==> config.mk <==
export PLATFORM = sky130hd
export DESIGN_NAME = lcd_dotclk_timing
export DESIGN_NICKNAME = d
export VERILOG_FILES = /design/src/rtl/lcd_tg_pkg.sv /design/src/rtl/lcd_tg_counter.sv /design/src/rtl/lcd_tg_window.sv /design/src/rtl/lcd_dotclk_timing.sv
export SDC_FILE = /design/constraint.sdc
export NUM_CORES = 1
export LEC_CHECK = 0
export ABC_CLOCK_PERIOD_IN_PS = 6400
export CORE_ASPECT_RATIO = 1.4
export CORE_MARGIN = 1
export CORE_UTILIZATION = 45
export DETAILED_ROUTE_END_ITERATION = 12
export GPL_ROUTABILITY_DRIVEN = 0
export PLACE_DENSITY = 0.77
export SYNTH_ARGS = -nofsm -noshare
export SYNTH_HDL_FRONTEND = slang
export SYNTH_SLANG_ARGS = --single-unit
==> constraint.sdc <==
create_clock -name clk -period 6.4 [get_ports clk]
set_input_delay 0.64 -clock clk [delete_from_list [all_inputs] [get_ports clk]]
set_output_delay 0.64 -clock clk [all_outputs]
set_load 0.05 [all_outputs]
==> src/rtl/lcd_tg_pkg.sv <==
package lcd_tg_pkg;

    typedef struct packed {
        logic hs_high;
        logic vs_high;
        logic de_high;
        logic pclk_fall;
    } lcd_pol_t;

    function automatic logic drive_level(input logic active, input logic high_true);
        return active ? high_true : ~high_true;
    endfunction

endpackage

==> src/rtl/lcd_tg_counter.sv <==
module lcd_tg_counter #(
    parameter int W = 18
) (
    input  logic         clk,
    input  logic         rst_n,
    input  logic         clear,
    input  logic         step,
    input  logic [W-1:0] limit,
    output logic [W-1:0] cnt,
    output logic         wrap
);
    logic [W-1:0] cnt_d, cnt_q;
    logic [W:0]   nxt_ext;

    always_comb begin
        nxt_ext = {1'b0, cnt_q} + {{W{1'b0}}, 1'b1};
        wrap    = step && !clear && (nxt_ext >= {1'b0, limit});
        cnt_d   = cnt_q;
        if (clear)
            cnt_d = '0;
        else if (step)
            cnt_d = wrap ? '0 : nxt_ext[W-1:0];
    end

    always_ff @(posedge clk or negedge rst_n) begin
        if (!rst_n) cnt_q <= '0;
        else        cnt_q <= cnt_d;
    end

    assign cnt = cnt_q;


    clear_hold_chk: assert property (@(posedge clk) disable iff (!rst_n)
        clear |=> (cnt == '0));


    step_inc_chk: assert property (@(posedge clk) disable iff (!rst_n)
        (step && !clear && !wrap) |=> (cnt == $past(cnt) + 1'b1));


    wrap_zero_chk: assert property (@(posedge clk) disable iff (!rst_n)
        wrap |=> (cnt == '0));

endmodule

==> src/rtl/lcd_tg_window.sv <==
module lcd_tg_window #(
    parameter int POS_W  = 18,
    parameter int SW_W   = 14,
    parameter int WAIT_W = 12,
    parameter int CNT_W  = 18
) (
    input  logic [POS_W-1:0]  pos,
    input  logic [SW_W-1:0]   sync_w,
    input  logic [WAIT_W-1:0] wait_c,
    input  logic [CNT_W-1:0]  count,
    output logic              in_sync,
    output logic              in_win
);
    localparam int M1 = (POS_W > SW_W) ? POS_W : SW_W;
    localparam int M2 = (M1 > WAIT_W) ? M1 : WAIT_W;
    localparam int M3 = (M2 > CNT_W) ? M2 : CNT_W;
    localparam int EW = M3 + 1;

    logic [EW-1:0] pos_e, sw_e, wait_e, end_e;

    always_comb begin
        pos_e   = EW'(pos);
        sw_e    = EW'(sync_w);
        wait_e  = EW'(wait_c);
        end_e   = wait_e + EW'(count);
        in_sync = pos_e < sw_e;
        in_win  = (pos_e >= wait_e) && (pos_e < end_e);
    end

endmodule

==> src/rtl/lcd_dotclk_timing.sv <==
module lcd_dotclk_timing
    import lcd_tg_pkg::*;
#(
    parameter int H_W     = 18,
    parameter int HSW_W   = 14,
    parameter int HWAIT_W = 12,
    parameter int V_W     = 18,
    parameter int VWAIT_W = 16,
    parameter int ADDR_W  = 32
) (
    input  logic               clk,
    input  logic               rst_n,
    input  logic               sync_en,
    input  logic               run,
    input  logic [H_W-1:0]     line_period,
    input  logic [HSW_W-1:0]   hsync_width,
    input  logic [HWAIT_W-1:0] h_wait,
    input  logic [H_W-1:0]     h_pixels,
    input  logic [V_W-1:0]     frame_period,
    input  logic [V_W-1:0]     vsync_width,
    input  logic [VWAIT_W-1:0] v_wait,
    input  logic [VWAIT_W-1:0] v_lines,
    input  logic               hs_high,
    input  logic               vs_high,
    input  logic               de_high,
    input  logic               pclk_fall,
    input  logic [ADDR_W-1:0]  next_base,
    output logic               hsync,
    output logic               vsync,
    output logic               de,
    output logic               pix_req,
    output logic [ADDR_W-1:0]  cur_base,
    output logic               pclk_invert
);
    typedef struct packed {
        logic              hsync;
        logic              vsync;
        logic              de;
        logic              req;
        logic              fetch;
        logic              pclk_inv;
        logic [ADDR_W-1:0] base;
    } tg_state_t;

    tg_state_t st_d, st_q;
    lcd_pol_t  pol;

    logic [H_W-1:0] h_cnt;
    logic [V_W-1:0] v_cnt;
    logic           h_wrap, v_wrap;
    logic           h_sync_act, h_win, v_sync_act, v_win;
    logic           frame_start, active;

    assign pol = '{hs_high: hs_high, vs_high: vs_high, de_high: de_high, pclk_fall: pclk_fall};

    lcd_tg_counter #(.W(H_W)) u_hcnt (
        .clk(clk), .rst_n(rst_n), .clear(!sync_en), .step(sync_en),
        .limit(line_period), .cnt(h_cnt), .wrap(h_wrap)
    );

    lcd_tg_counter #(.W(V_W)) u_vcnt (
        .clk(clk), .rst_n(rst_n), .clear(!sync_en), .step(h_wrap),
        .limit(frame_period), .cnt(v_cnt), .wrap(v_wrap)
    );

    lcd_tg_window #(.POS_W(H_W), .SW_W(HSW_W), .WAIT_W(HWAIT_W), .CNT_W(H_W)) u_hwin (
        .pos(h_cnt), .sync_w(hsync_width), .wait_c(h_wait), .count(h_pixels),
        .in_sync(h_sync_act), .in_win(h_win)
    );

    lcd_tg_window #(.POS_W(V_W), .SW_W(V_W), .WAIT_W(VWAIT_W), .CNT_W(VWAIT_W)) u_vwin (
        .pos(v_cnt), .sync_w(vsync_width), .wait_c(v_wait), .count(v_lines),
        .in_sync(v_sync_act), .in_win(v_win)
    );

    always_comb begin
        st_d        = st_q;
        frame_start = sync_en && (h_cnt == '0) && (v_cnt == '0);
        active      = h_win && v_win;
        if (!sync_en) begin
            st_d.hsync    = ~pol.hs_high;
            st_d.vsync    = ~pol.vs_high;
            st_d.de       = ~pol.de_high;
            st_d.req      = 1'b0;
            st_d.fetch    = 1'b0;
            st_d.pclk_inv = pol.pclk_fall;
        end else begin
            if (frame_start) begin
                st_d.base  = next_base;
                st_d.fetch = run;
            end
            st_d.hsync = drive_level(h_sync_act, pol.hs_high);
            st_d.vsync = drive_level(v_sync_act, pol.vs_high);
            st_d.de    = drive_level(active, pol.de_high);
            st_d.req   = active && st_d.fetch;
        end
    end

    always_ff @(posedge clk or negedge rst_n) begin
        if (!rst_n) st_q <= '0;
        else        st_q <= st_d;
    end

    assign hsync       = st_q.hsync;
    assign vsync       = st_q.vsync;
    assign de          = st_q.de;
    assign pix_req     = st_q.req;
    assign cur_base    = st_q.base;
    assign pclk_invert = st_q.pclk_inv;


    off_inactive_chk: assert property (@(posedge clk) disable iff (!rst_n)
        !sync_en |=> (hsync == !$past(hs_high)) && (vsync == !$past(vs_high))
                     && (de == !$past(de_high)) && !pix_req);


    req_in_window_chk: assert property (@(posedge clk) disable iff (!rst_n)
        pix_req |-> (de == $past(de_high)));


    base_swap_chk: assert property (@(posedge clk) disable iff (!rst_n)
        (cur_base != $past(cur_base)) |-> $past(sync_en && (h_cnt == '0) && (v_cnt == '0)));


    pclk_frozen_chk: assert property (@(posedge clk) disable iff (!rst_n)
        $past(sync_en) |-> (pclk_invert == $past(pclk_invert)));

endmodule

Word-level counts from Yosys, hierarchy flattened:

Cells that the tools add are included.

* reduce and logical (&&, ||, !) cells: 12
* add/sub/neg operators: 4
* multiplexer cells: 11
* equality and inequality tests: 1
* bitwise logic cells: 3
* $lt $le $gt $ge: 8

Operators by type and width (number)
* 2-to-1 mux 18 bit: 5
* adder 18 x 1 -> 19 bit (second input constant): 2
* greater-or-equal comparator 19 x 18 -> 1 bit: 2
* less-than comparator 18 x 19 -> 1 bit: 2
* zero test 18 bit: 2
* adder 12 x 18 -> 19 bit: 1
* greater-or-equal comparator 18 x 12 -> 1 bit: 1
* greater-or-equal comparator 18 x 16 -> 1 bit: 1
* less-than comparator 18 x 14 -> 1 bit: 1
* less-than comparator 18 bit: 1
* adder 16 x 16 -> 17 bit: 1
* logical AND 1 bit: 9
* 2-to-1 mux 1 bit: 5
* 2-to-1 mux 5 bit: 1
* NOT 1 bit: 3
* inequality test 2 x 1 -> 1 bit (second input constant): 1
* AND reduction 2 bit: 1

* word-level logic and storage cells: 48
* register bits: 74
* output and inout bits: 37
* bits of input ports: 170

Logic depth before layout (Yosys ltp):

* word-level depth: 8
* mapped depth: 18
* gate-level depth less buffers: 18

Cells and area by module:

From an unflattened synthesis, not the netlist that was laid out.

* cell total of the unflattened synthesis: 976
* area total of the unflattened synthesis: 8639.5 sq um

Modules (own cells, without submodules)
* lcd_tg_counter: seq. area each 450.4 sq um, cells an instance 182, area each 1636.6 sq um, times used 2
* lcd_tg_window at u_vwin: seq. area each 0.0 sq um, cells an instance 263, area each 1980.6 sq um, times used 1
* lcd_dotclk_timing: seq. area each 950.9 sq um, cells an instance 132, area each 1767.9 sq um, times used 1
* lcd_tg_window at u_hwin: seq. area each 0.0 sq um, cells an instance 217, area each 1617.8 sq um, times used 1

Worst setup path after synthesis:

Ideal clock, no wire load.

* kind: input -> register
* start: input port h_wait[0]
* end: register st_q (netlist bit de)
* path buffers: 0
* data required time: 6274 ps
* data arrival time: 3774 ps
* slack: 2500 ps
* stages on the path: 17
* cells stage by stage: ha_1 > fa_1 > a211o_1 > o211ai_1 > a211oi_1 > o32a_1 > nand3_1 > xor2_1 > ha_1 > o21ai_0 > nor2_1 > a221o_1 > a31oi_1 > o31a_1 > o21bai_1 > nand4b_1 > xor2_1

RTL lines
* start, declared: RTL line lcd_dotclk_timing.sv:17 `input logic [HWAIT_W-1:0] h_wait,`
* end signal, assigned: RTL line lcd_dotclk_timing.sv:101 `else st_q <= st_d;`
* end, declared: RTL line lcd_dotclk_timing.sv:45 `tg_state_t st_d, st_q;`

==> impl_metrics.yaml <==
finish:
  num-nets-final: 1394
  area_delta_synth_final_pct: 29.57
  final_core_utilization: 0.5938
  post_route_cells_drive_above_1_share: 0.06835
  num-fill-cells: 1559
  multiInputGateArea_um2: 5371
  seqCellArea_um2: 1852
power:
  p_per_area_nw_per_um2: 170.4
  peakVddDrop_uv: 130.8
  static-leakage-power_nw: 5.249
die:
  die_y_um: 159.2
  design.die.area_um2: 18190
  placement_rows: 57
  floorplan.initialDensity: 0.4583
  io_pins: 207
  placeableCoreArea_um2: 17330
  die_width_um: 114.3
sta:
  peak_clock_frequency_supported_by_timing_mhz: 227.8
  share_of_the_clock_period_used_by_the_worst_path: 0.6860
  rsz0062_at_grt: "no"
  tightest_slew_ps: 1002
  timing.final.max_slew_violations: 0
  hold_viol_final: 0
  finalSetupViolations: 0
  finalSetupTns_ps: 0
  final_period_minus_worst_setup_slack_ps: 4390
  worst_slew_slack_as_a_fraction_of_its_limit: 0.3319
  final.setup_skew_ps: 14.19
yosys:
  asr_flop_ratio_synth: 1.000
  synth_compound_area_frac: 0.1660
  number_of_distinct_library_cells_after_synthesis: 63
  cell_count_after_synthesis: 887
  postSynthNetCount: 1218
  synth_seq_area_share: 0.2331
  synth.area.mux_share: 0.04805
  dominant_combinational_cell_family_by_area_after_synthesis: "adder cells"
  synth_flop_cell: "sky130_fd_sc_hd__dfrtp_1"
  synthXorXnorAreaFrac: 0.06396
  combined_area_of_all_synthesized_cells_um2: 7943
  synth.avg_cell_area_um2: 8.954
  synth.yosys.warnings: 0
  synth_seq_cells: 74
  synth_edf_count: 0
  synth-simple-area-share: 0.1419
  share_of_synthesized_cell_area_in_full_adder_half_adder_and_majority_cells: 0.2555
cts:
  cts_resized: 0
  cts.hold.buffers_added: 0
  clockRootBuffer: "sky130_fd_sc_hd__clkbuf_16"
  cts.reportedPaths.clkPinSlew_ps: 60
  maximum_clock_insertion_buffer_count: 2
  cts_post_setup_buffers_inserted: 0
  cts.htree.levels: 3
  cts_num_sinks: 74
  tritoncts: "yes"
  clock_latency_ps: 340
  clock_buffers_created_by_tritoncts: 9
route:
  detail-route-antenna-nets: 0
  wl_per_cell_um: 15.28
  route.final.wire_length_mm: 19.94
  tritonroute_pass_1_iters: 6
  drcViolationCount: 0
  vias: 6872
  vias_per_cell: 5.266
  dr.first_iter.drc_count: 240
global_routing:
  grt_max_degree: 75
  grt_antenna_before_repair: 1
  grt_pass1_wl_mm: 32.86
  globalRoute.totalOverflow: 0
  first_global_vias: 7144
  grtUsageTotal: 0.2269
critical_path:
  ff2ff_setup_slack_ps: 2140
  crit_path_end_kind: "flop"
  worst-path-max-fanout: 4
  worst_ep_arrival_time_ps: 4610
  worst-r2r-cell-count: 15
  reg2reg_from: "u_vcnt.cnt[2]"
  required_arrival_time_at_the_worst_endpoint_ps: 6620
  critical_path.reg2reg.endpoint: "u_vcnt.cnt[5]"
  crit_path_start_kind: "input port"
  crit_type: "input port to flop"
placed_design:
  detailed_place_hpwl_mm: 16.54
  placement.io_buffers: 206
job:
  drv.max_cap_violation_count: 0
run_status:
  status: "complete, no violations"
min_path:
  holdCritPathClass: "input port to async pin"
-- synthesized netlist by cell type (11+ instances only) --
cell type,instances,area share
sky130_fd_sc_hd__a21o_1,31,0.029
sky130_fd_sc_hd__a21oi_1,51,0.032
sky130_fd_sc_hd__and2_1,19,0.015
sky130_fd_sc_hd__buf_4,32,0.030
sky130_fd_sc_hd__dfrtp_1,74,0.23
sky130_fd_sc_hd__ha_1,159,0.25
sky130_fd_sc_hd__inv_1,109,0.052
sky130_fd_sc_hd__mux2_2,33,0.047
sky130_fd_sc_hd__nand2_1,49,0.023
sky130_fd_sc_hd__nand2b_1,11,0.0087
sky130_fd_sc_hd__nand3_1,23,0.014
sky130_fd_sc_hd__nand4_1,14,0.011
sky130_fd_sc_hd__nor2_1,30,0.014
sky130_fd_sc_hd__o21a_1,12,0.011
sky130_fd_sc_hd__o21ai_0,36,0.023
sky130_fd_sc_hd__xnor2_1,34,0.037
sky130_fd_sc_hd__xor2_1,24,0.026
-- critical path, stage by stage --
cell and delay [ps]:
sky130_fd_sc_hd__clkdlybuf4s50_1 430, sky130_fd_sc_hd__ha_1 240, sky130_fd_sc_hd__fa_1 420, sky130_fd_sc_hd__a211o_1 280, sky130_fd_sc_hd__o211ai_1 140, sky130_fd_sc_hd__a211oi_1 190, sky130_fd_sc_hd__o32a_1 430, sky130_fd_sc_hd__nand3_1 120
sky130_fd_sc_hd__xor2_1 170, sky130_fd_sc_hd__ha_1 260, sky130_fd_sc_hd__o21ai_0 150, sky130_fd_sc_hd__nor2_1 70, sky130_fd_sc_hd__a221o_1 290, sky130_fd_sc_hd__a31oi_1 150, sky130_fd_sc_hd__o31a_1 180, sky130_fd_sc_hd__o21bai_1 80
sky130_fd_sc_hd__nand4b_1 210, sky130_fd_sc_hd__xor2_1 160
-- placed cells by master, fill, tap and decap left out, types with 7 or more instances in the layout --
| cell type | synthesis | layout |
|---|---|---|
| sky130_fd_sc_hd__a22o_1 | 10 | 10 |
| sky130_fd_sc_hd__a211oi_1 | 8 | 8 |
| sky130_fd_sc_hd__nand2b_1 | 11 | 11 |
| sky130_fd_sc_hd__inv_1 | 109 | 109 |
| sky130_fd_sc_hd__nand2_1 | 49 | 49 |
| sky130_fd_sc_hd__nor2_1 | 30 | 30 |
| sky130_fd_sc_hd__nor3_1 | 10 | 10 |
| sky130_fd_sc_hd__clkbuf_16 | 0 | 9 |
| sky130_fd_sc_hd__xor2_1 | 24 | 24 |
| sky130_fd_sc_hd__xnor2_1 | 34 | 34 |
| sky130_fd_sc_hd__ha_1 | 159 | 159 |
| sky130_fd_sc_hd__and2_1 | 19 | 19 |
| sky130_fd_sc_hd__nor2b_1 | 8 | 8 |
| sky130_fd_sc_hd__dfrtp_1 | 74 | 74 |
| sky130_fd_sc_hd__mux2_2 | 33 | 33 |
| sky130_fd_sc_hd__a21o_1 | 31 | 31 |
| sky130_fd_sc_hd__a31oi_1 | 8 | 8 |
| sky130_fd_sc_hd__nand4_1 | 14 | 14 |
| sky130_fd_sc_hd__o21ai_0 | 36 | 36 |
| sky130_fd_sc_hd__nand3_1 | 23 | 23 |
| sky130_fd_sc_hd__a21oi_1 | 51 | 51 |
| sky130_fd_sc_hd__clkdlybuf4s50_1 | 0 | 205 |
| sky130_fd_sc_hd__or2_2 | 7 | 7 |
| sky130_fd_sc_hd__o21a_1 | 12 | 12 |
-- area by class of cell --
| class | instances | share of cell area |
|---|---|---|
| clock buffer | 9 | 0.02188 |
| sequential | 74 | 0.1799 |
| tap | 236 | 0.02869 |
| multi-input combinational | 660 | 0.5219 |
| timing repair buffer | 208 | 0.2016 |
| antenna | 1 | 0.0002432 |
| inverter | 110 | 0.04012 |
| clock inverter | 7 | 0.005593 |
-- cells by family after synthesis --
family / Yosys count
AND/OR/NAND/NOR: 206
AO/OA/AOI/OAI: 201
adder cells (fa/ha/maj): 161
buffers and inverters: 153
flip-flops: 74
XOR/XNOR: 58
multiplexers: 34
-- layer usage --
layer  part of all wire  up-vias  track usage  wire [µm]
met3              0.027       52      0.02474        544
met5                  0        -            0          0
li1                   -     3484            -          -
met2               0.53      165       0.4391      10560
met1               0.41     3171       0.2406       8095
met4              0.037        0      0.09976        736
-- where the power goes --
part	total (mW)	switching (mW)	internal [mW]	leakage (nW)
Sequential	0.548	0.0279	0.520	0.950
Combinational	0.714	0.392	0.322	4.16
Clock	0.492	0.223	0.269	0.135
Total	1.75	0.643	1.11	5.25
-- worst max path at each step --
stage,from,endpoint,slack [ps]
floorplan,h_wait[0],de,2500
global placement,h_wait[0],de,1750
detailed placement,h_wait[0],de,1650
CTS,h_wait[0],de,2010
global route,h_wait[0],de,1740
finish,h_wait[0],de,2010
-- sequential cells by signal (all words and copies together), names as in the netlist --
register     flops
pix_req          1
u_vcnt.cnt      18
pclk_invert      1
u_hcnt.cnt      18
de               1
hsync            1
st_q             1
cur_base        32
vsync            1
-- per-stage QoR --
step / total power, mW / instances / worst slack (ps) / hold WS [ps] / area, µm²
CTS: 1.775 / 1304 / 2014 / 501.0 / 10290
finish: 1.754 / 1305 / 2010 / 480.2 / 10290
floorplan: 1.060 / 887 / 2500 / 344.4 / 7943
detailed placement: 1.275 / 1288 / 1650 / 493.4 / 10010
global route: 1.847 / 1305 / 1738 / 521.6 / 10290
global placement: 1.260 / 1288 / 1749 / 487.9 / 10010
(Power assumes the default switching activity.)
